<file path="config.mk">
export PLATFORM = sky130hd
export DESIGN_NAME = gpio_irq_bank
export DESIGN_NICKNAME = d
export VERILOG_FILES = /design/src/rtl/gpio_irq_pkg.sv /design/src/rtl/gpio_irq_detect.sv /design/src/rtl/gpio_irq_decode.sv /design/src/rtl/gpio_irq_port.sv /design/src/rtl/gpio_irq_bank.sv
export SDC_FILE = /design/constraint.sdc
export NUM_CORES = 1
export LEC_CHECK = 0
export BUFFER_PORTS_ARGS = -buffer_cell sky130_fd_sc_hd__buf_2
export CELL_PAD_IN_SITES_DETAIL_PLACEMENT = 1
export CELL_PAD_IN_SITES_GLOBAL_PLACEMENT = 1
export CORE_UTILIZATION = 46
export CTS_CLUSTER_DIAMETER = 30
export DETAILED_ROUTE_END_ITERATION = 16
export PLACE_DENSITY_LB_ADDON = 0.1
export SLEW_MARGIN = 10
export SYNTH_ARGS = -nofsm -noshare
export SYNTH_HDL_FRONTEND = slang
export SYNTH_HIERARCHICAL = 1
export SYNTH_SLANG_ARGS = --single-unit
</file>
<file path="constraint.sdc">
create_clock -name clk -period 2 [get_ports clk]
set_clock_uncertainty 0.15 [all_clocks]
set_input_delay 0 -clock clk [delete_from_list [all_inputs] [get_ports clk]]
set_output_delay 0 -clock clk [all_outputs]
set_load 0.01 [all_outputs]
</file>
<file path="src/rtl/gpio_irq_pkg.sv">
package gpio_irq_pkg;

    localparam int PORT_PINS = 8;
    localparam int ADDR_W    = 8;
    localparam int DATA_W    = 32;

    localparam logic [3:0] GRP_STA   = 4'h4;
    localparam logic [3:0] GRP_ENB   = 4'h5;
    localparam logic [3:0] GRP_TRG   = 4'h6;
    localparam logic [3:0] GRP_CLR   = 4'h7;
    localparam logic [3:0] GRP_STA_M = 4'hC;
    localparam logic [3:0] GRP_ENB_M = 4'hD;
    localparam logic [3:0] GRP_TRG_M = 4'hE;

    typedef enum logic [2:0] {
        OP_NONE,
        OP_STA_W1C,
        OP_STA_MSK,
        OP_ENB,
        OP_ENB_MSK,
        OP_TRG,
        OP_TRG_MSK
    } wr_op_e;

    function automatic wr_op_e group_to_op(input logic [3:0] grp);
        wr_op_e op;
        unique case (grp)
            GRP_STA, GRP_CLR: op = OP_STA_W1C;
            GRP_STA_M:        op = OP_STA_MSK;
            GRP_ENB:          op = OP_ENB;
            GRP_ENB_M:        op = OP_ENB_MSK;
            GRP_TRG:          op = OP_TRG;
            GRP_TRG_M:        op = OP_TRG_MSK;
            default:          op = OP_NONE;
        endcase
        return op;
    endfunction

endpackage

</file>
<file path="src/rtl/gpio_irq_detect.sv">
module gpio_irq_detect #(
    parameter int PINS = 8
) (
    input  logic [PINS-1:0] pin_i,
    input  logic [PINS-1:0] prev_i,
    input  logic [PINS-1:0] pol_i,
    input  logic [PINS-1:0] edg_i,
    input  logic [PINS-1:0] any_i,
    output logic [PINS-1:0] hit_o
);

    for (genvar k = 0; k < PINS; k++) begin : g_pin
        logic rise_k;
        logic fall_k;
        logic edge_hit_k;
        logic lvl_hit_k;

        assign rise_k     = pin_i[k] & ~prev_i[k];
        assign fall_k     = ~pin_i[k] & prev_i[k];
        assign edge_hit_k = any_i[k] ? (rise_k | fall_k)
                                     : (pol_i[k] ? rise_k : fall_k);
        assign lvl_hit_k  = pol_i[k] ? pin_i[k] : ~pin_i[k];
        assign hit_o[k]   = edg_i[k] ? edge_hit_k : lvl_hit_k;
    end

endmodule

</file>
<file path="src/rtl/gpio_irq_decode.sv">
module gpio_irq_decode
    import gpio_irq_pkg::*;
#(
    parameter int NPORTS = 4,
    parameter int PORT_W = 2
) (
    input  logic              wr_en,
    input  logic [ADDR_W-1:0] wr_addr,
    output wr_op_e            op_o [NPORTS]
);

    always_comb begin
        wr_op_e grp_op;
        logic   aligned;
        grp_op  = group_to_op(wr_addr[7:4]);
        aligned = (wr_addr[1:0] == 2'b00);
        for (int p = 0; p < NPORTS; p++) begin
            if (wr_en && aligned && (int'(wr_addr[2 +: PORT_W]) == p)) begin
                op_o[p] = grp_op;
            end else begin
                op_o[p] = OP_NONE;
            end
        end
    end

endmodule

</file>
<file path="src/rtl/gpio_irq_port.sv">
module gpio_irq_port
    import gpio_irq_pkg::*;
#(
    parameter int PINS = 8
) (
    input  logic              clk,
    input  logic              rst_n,
    input  logic [PINS-1:0]   pin_i,
    input  wr_op_e            op_i,
    input  logic [DATA_W-1:0] wdata_i,
    output logic [PINS-1:0]   sta_o,
    output logic [PINS-1:0]   enb_o,
    output logic [PINS-1:0]   pol_o,
    output logic [PINS-1:0]   edg_o,
    output logic [PINS-1:0]   any_o
);

    typedef struct packed {
        logic [PINS-1:0] sta;
        logic [PINS-1:0] enb;
        logic [PINS-1:0] pol;
        logic [PINS-1:0] edg;
        logic [PINS-1:0] any;
        logic [PINS-1:0] prev;
    } port_state_t;

    localparam port_state_t RESET_STATE = '{
        sta:  '0,
        enb:  '0,
        pol:  '1,
        edg:  '1,
        any:  '0,
        prev: '0
    };

    port_state_t     st_d, st_q;
    logic [PINS-1:0] hit;
    logic [PINS-1:0] val_lo;
    logic [PINS-1:0] sel_mid;
    logic [PINS-1:0] sel_top;

    assign val_lo  = wdata_i[0 +: PINS];
    assign sel_mid = wdata_i[PINS +: PINS];
    assign sel_top = wdata_i[3*PINS +: PINS];

    gpio_irq_detect #(.PINS(PINS)) u_detect (
        .pin_i  (pin_i),
        .prev_i (st_q.prev),
        .pol_i  (st_q.pol),
        .edg_i  (st_q.edg),
        .any_i  (st_q.any),
        .hit_o  (hit)
    );

    always_comb begin
        st_d      = st_q;
        st_d.prev = pin_i;
        unique case (op_i)
            OP_STA_W1C: st_d.sta = st_q.sta & ~val_lo;
            OP_STA_MSK: st_d.sta = (st_q.sta & ~sel_mid) | (val_lo & sel_mid);
            OP_ENB:     st_d.enb = val_lo;
            OP_ENB_MSK: st_d.enb = (st_q.enb & ~sel_mid) | (val_lo & sel_mid);
            OP_TRG: begin
                st_d.pol = wdata_i[0 +: PINS];
                st_d.edg = wdata_i[PINS +: PINS];
                st_d.any = wdata_i[2*PINS +: PINS];
            end
            OP_TRG_MSK: begin
                st_d.pol = (st_q.pol & ~sel_top) | (wdata_i[0 +: PINS] & sel_top);
                st_d.edg = (st_q.edg & ~sel_top) | (wdata_i[PINS +: PINS] & sel_top);
                st_d.any = (st_q.any & ~sel_top) | (wdata_i[2*PINS +: PINS] & sel_top);
            end
            default: ;
        endcase
        st_d.sta = st_d.sta | hit;
    end

    always_ff @(posedge clk or negedge rst_n) begin
        if (!rst_n) begin
            st_q <= RESET_STATE;
        end else begin
            st_q <= st_d;
        end
    end

    assign sta_o = st_q.sta;
    assign enb_o = st_q.enb;
    assign pol_o = st_q.pol;
    assign edg_o = st_q.edg;
    assign any_o = st_q.any;

endmodule

</file>
<file path="src/rtl/gpio_irq_bank.sv">
module gpio_irq_bank
    import gpio_irq_pkg::*;
#(
    parameter int NPORTS = 4
) (
    input  logic                        clk,
    input  logic                        rst_n,
    input  logic [NPORTS*PORT_PINS-1:0] pin_in,
    input  logic                        wr_en,
    input  logic [ADDR_W-1:0]           wr_addr,
    input  logic [DATA_W-1:0]           wr_data,
    input  logic [ADDR_W-1:0]           rd_addr,
    output logic [DATA_W-1:0]           rd_data,
    output logic                        irq
);

    localparam int PINS   = PORT_PINS;
    localparam int NBITS  = NPORTS * PINS;
    localparam int PORT_W = (NPORTS > 1) ? $clog2(NPORTS) : 1;

    wr_op_e           op_arr [NPORTS];
    logic [NBITS-1:0] sta_all;
    logic [NBITS-1:0] enb_all;
    logic [NBITS-1:0] pol_all;
    logic [NBITS-1:0] edg_all;
    logic [NBITS-1:0] any_all;

    gpio_irq_decode #(.NPORTS(NPORTS), .PORT_W(PORT_W)) u_decode (
        .wr_en   (wr_en),
        .wr_addr (wr_addr),
        .op_o    (op_arr)
    );

    for (genvar g = 0; g < NPORTS; g++) begin : g_port
        gpio_irq_port #(.PINS(PINS)) u_port (
            .clk     (clk),
            .rst_n   (rst_n),
            .pin_i   (pin_in[g*PINS +: PINS]),
            .op_i    (op_arr[g]),
            .wdata_i (wr_data),
            .sta_o   (sta_all[g*PINS +: PINS]),
            .enb_o   (enb_all[g*PINS +: PINS]),
            .pol_o   (pol_all[g*PINS +: PINS]),
            .edg_o   (edg_all[g*PINS +: PINS]),
            .any_o   (any_all[g*PINS +: PINS])
        );
    end

    assign irq = |(sta_all & enb_all);

    always_comb begin
        int unsigned rport;
        int unsigned rbase;
        rport   = int'(rd_addr[2 +: PORT_W]);
        rbase   = rport * PINS;
        rd_data = '0;
        if ((rd_addr[1:0] == 2'b00) && (rport < NPORTS)) begin
            unique case (rd_addr[7:4])
                GRP_STA, GRP_STA_M: rd_data[0 +: PINS] = sta_all[rbase +: PINS];
                GRP_ENB, GRP_ENB_M: rd_data[0 +: PINS] = enb_all[rbase +: PINS];
                GRP_TRG, GRP_TRG_M: begin
                    rd_data[0 +: PINS]      = pol_all[rbase +: PINS];
                    rd_data[PINS +: PINS]   = edg_all[rbase +: PINS];
                    rd_data[2*PINS +: PINS] = any_all[rbase +: PINS];
                end
                default: rd_data = '0;
            endcase
        end
    end

endmodule

</file>
==> reports/metrics.yaml <==
run_status:
  status: "finished with violations"
  violations: "setup timing"
clock_network:
  clockRootBuffer: "clkbuf_16"
  clock_latency_ns: 0.47
  cts_max_level: 4
  cts_buffers: 17
  cts_tree: "done"
  clk_pin_slew_ns: 0.08
  cts_buffer_depth: 2
  numClockSinks: 192
timing:
  slew_viol_final: 0
  setup_violations: 9
  worst_pin_slew_ns: 0.7595
  tns_ns: -0.7358
  fin_crit_sh: 1.104
  finalWorstSetupSlack_ns: -0.2082
  worst_hold_slack_ns: 0.02171
  maxSlewHeadroom: 0.4937
  period_needed_ns: 2.208
  rsz0062_at_grt: "yes"
  hold_viol: 0
  fmax_ghz: 0.4528
pwr:
  p_switching_mw: 3.274
  leakage_nw: 7.906
  p_per_area_mw_per_mm2: 514.0
  ir_worst_vdd_v: 0.0006217
  combPwrFrac: 0.202
  seqPwrFrac: 0.434
  p_clk_frac: 0.364
  power.internal_mw: 6.807
  power_mw: 10.08
  p_sw_frac: 0.3248
finish:
  fin_util: 0.5623
  stdcell_area_mm2: 0.01962
  area_delta_synth_final_pct: 19.22
  final_nets: 2094
  drive_above_1_share: 0.3219
  finalNonFillerCells: 2422
setup_path:
  r2r-end: "g_port[3].u_port/sta_o[5]"
  end_kind: "output port"
  critPathRequiredTime_ns: 1.85
  worstPathMaxFanout: 2
  r2r_slack_ns: 0.04
  rr_worst_depth: 6
  critPathLaunchType: "flip-flop"
  crit_path_end: "irq"
  worstSetupPathType: "flip-flop to output port"
  crit_arrival_ns: 2.06
logic_synthesis:
  synthCells: 1815
  synth_flop_cell: "dfrtp_1"
  yosysWarnings: 6
  syn_area_per_cell_um2: 9.065
  synth_cell_types: 61
  netlist_area_mm2: 0.01645
  synth-edff-count: 0
  ys_seq_elements: 192
  synth-seq-area-share: 0.2969
  synthArstFlopShare: 1.000
global_route:
  grt_antenna_before_repair: 6
  grt_usage: 0.4008
  grt-ovfl-total: 0
  grt_max_degree: 44
  grt_pass1_wl_um: 106500
  first_global_vias: 16290
floorplan:
  die_h_um: 191.1
  design.core.area_mm2: 0.03488
  initial_core_util: 0.4717
  die_area_mm2: 0.03653
  fp.dieW_um: 191.1
  fp-row-count: 68
  io_pins: 116
route:
  vias: 16090
  wl_per_cell_um: 29.73
  drcViolationCount: 0
  wirelength_um: 72010
  viasPerCell: 6.644
  ant_nets: 0
  drtPass1Iterations: 5
  drtIter0Drc: 1415
placement:
  hpwl_um: 51150
  placed_cell_area_mm2: 0.01759
  dp_slack_ns: -0.3080
  port_buffers: 106
  routabilityCongestion: 0.9460
  placed_cells: 2301
run:
  maxCapViolCount: 0
hold_path:
  worstHoldPathCells: 4
  hp-class: "primary input to flip-flop"
==> synthesized netlist by cell type, types with 20 or more instances <==
| master | instances | share of area |
|---|---|---|
| buf_2 | 43 | 0.013 |
| mux2_4 | 32 | 0.029 |
| nand2b_1 | 78 | 0.030 |
| and2_1 | 24 | 0.0091 |
| o22ai_1 | 64 | 0.024 |
| nor2b_1 | 22 | 0.0084 |
| nand2_1 | 106 | 0.024 |
| dfrtp_1 | 128 | 0.19 |
| xor2_1 | 32 | 0.017 |
| dfstp_2 | 64 | 0.10 |
| a311o_1 | 28 | 0.017 |
| o2bb2ai_1 | 28 | 0.015 |
| o221ai_1 | 24 | 0.013 |
| clkbuf_1 | 30 | 0.0068 |
| o21ai_1 | 56 | 0.017 |
| o211ai_2 | 32 | 0.024 |
| o21ai_0 | 28 | 0.0085 |
| buf_4 | 193 | 0.088 |
| a22oi_1 | 20 | 0.0091 |
| a21boi_1 | 20 | 0.0091 |
| a221oi_1 | 40 | 0.021 |
| a211oi_1 | 58 | 0.026 |
| nor2_1 | 89 | 0.020 |
| o221a_1 | 28 | 0.019 |
| nor3b_1 | 28 | 0.013 |
| nand4b_1 | 29 | 0.015 |
| a21oi_1 | 120 | 0.037 |
| ha_1 | 64 | 0.049 |
| nor3_1 | 35 | 0.011 |
| inv_1 | 97 | 0.022 |
| a21o_1 | 36 | 0.016 |
==> kinds of logic (layout without fill, tap and decap cells) <==
logic type / after synthesis / count (layout) / share of synthesized area
other: 1 / 15 / 0.0002279
AOI/OAI and AO/OA: 641 / 641 / 0.2913
buffers and inverters: 383 / 521 / 0.1367
xor gates and xnor gates: 32 / 32 / 0.01703
adders and majority gates: 64 / 64 / 0.04867
DFF: 192 / 192 / 0.2969
muxes: 60 / 60 / 0.05932
and+or+nand+nor: 442 / 442 / 0.1499
==> layout by cell type (no fill, tap or decap), types with 64 or more instances in the layout <==
master    instances
o22ai_1          64
nor2_1           89
nand2b_1         77
inv_1            96
buf_4           200
dfstp_2          64
nand2_1          92
dfrtp_1         104
buf_2           103
a21oi_1         115
ha_1             64
==> power groups by stage <==
stage          clock (mW)  combinational, mW  sequential (mW)
4_1_cts              3.70               1.93             4.36
6_report             3.67               2.03             4.37
3_5_place_dp            0               1.69             4.41
3_3_place_gp            0               1.64             4.41
2_1_floorplan           0               1.03             4.26
5_1_grt              3.84               2.14             4.39
==> worst max-delay path: stages, from the launching register on <==
cell	delay, ns
dfrtp_1	0.42
a22oi_2	0.30
nand4_1	0.14
or4_4	0.59
buf_6	0.14
==> what timing repair did <==
item,in CTS,in global routing
hold endpoints to repair,262,0
resized for setup,86,35
setup buffers,14,9
hold buffers,59,0
endpoints found under the setup margin,14,14
pin swaps,35,14
==> cell type report <==
cell class                 count  area, um^2
inverter                     101       382.9
clock buffer                  17       425.4
tap                          455       569.3
timing repair buffer         388        3088
multi-input combinational   1247       10060
clock inverter                15       160.2
sequential                   192        4915
fill                        3936       15270
antenna                        7       17.52
==> per-layer routing <==
layer | up-vias | routed length (um) | GRT usage
li1 | 6828 | - | -
met1 | 8248 | 29090 | 0.5115
met2 | 806 | 32360 | 0.6279
met3 | 205 | 6077 | 0.08225
met4 | 4 | 4450 | 0.2308
met5 | - | 40 | 0
==> worst min-delay path by stage <==
stage / start / end / slack [ns]
2_1_floorplan: rst_n / async pin / -0.45
3_3_place_gp: rst_n / g_port[0].u_port/st_q[4] / -0.11
3_5_place_dp: rst_n / g_port[0].u_port/st_q[4] / -0.11
4_1_cts: wr_data[16] / flip-flop / 0.001
5_1_grt: wr_data[6] / flip-flop / 0.008
6_report: wr_data[16] / flip-flop / 0.02
(Power assumes the default switching activity.)
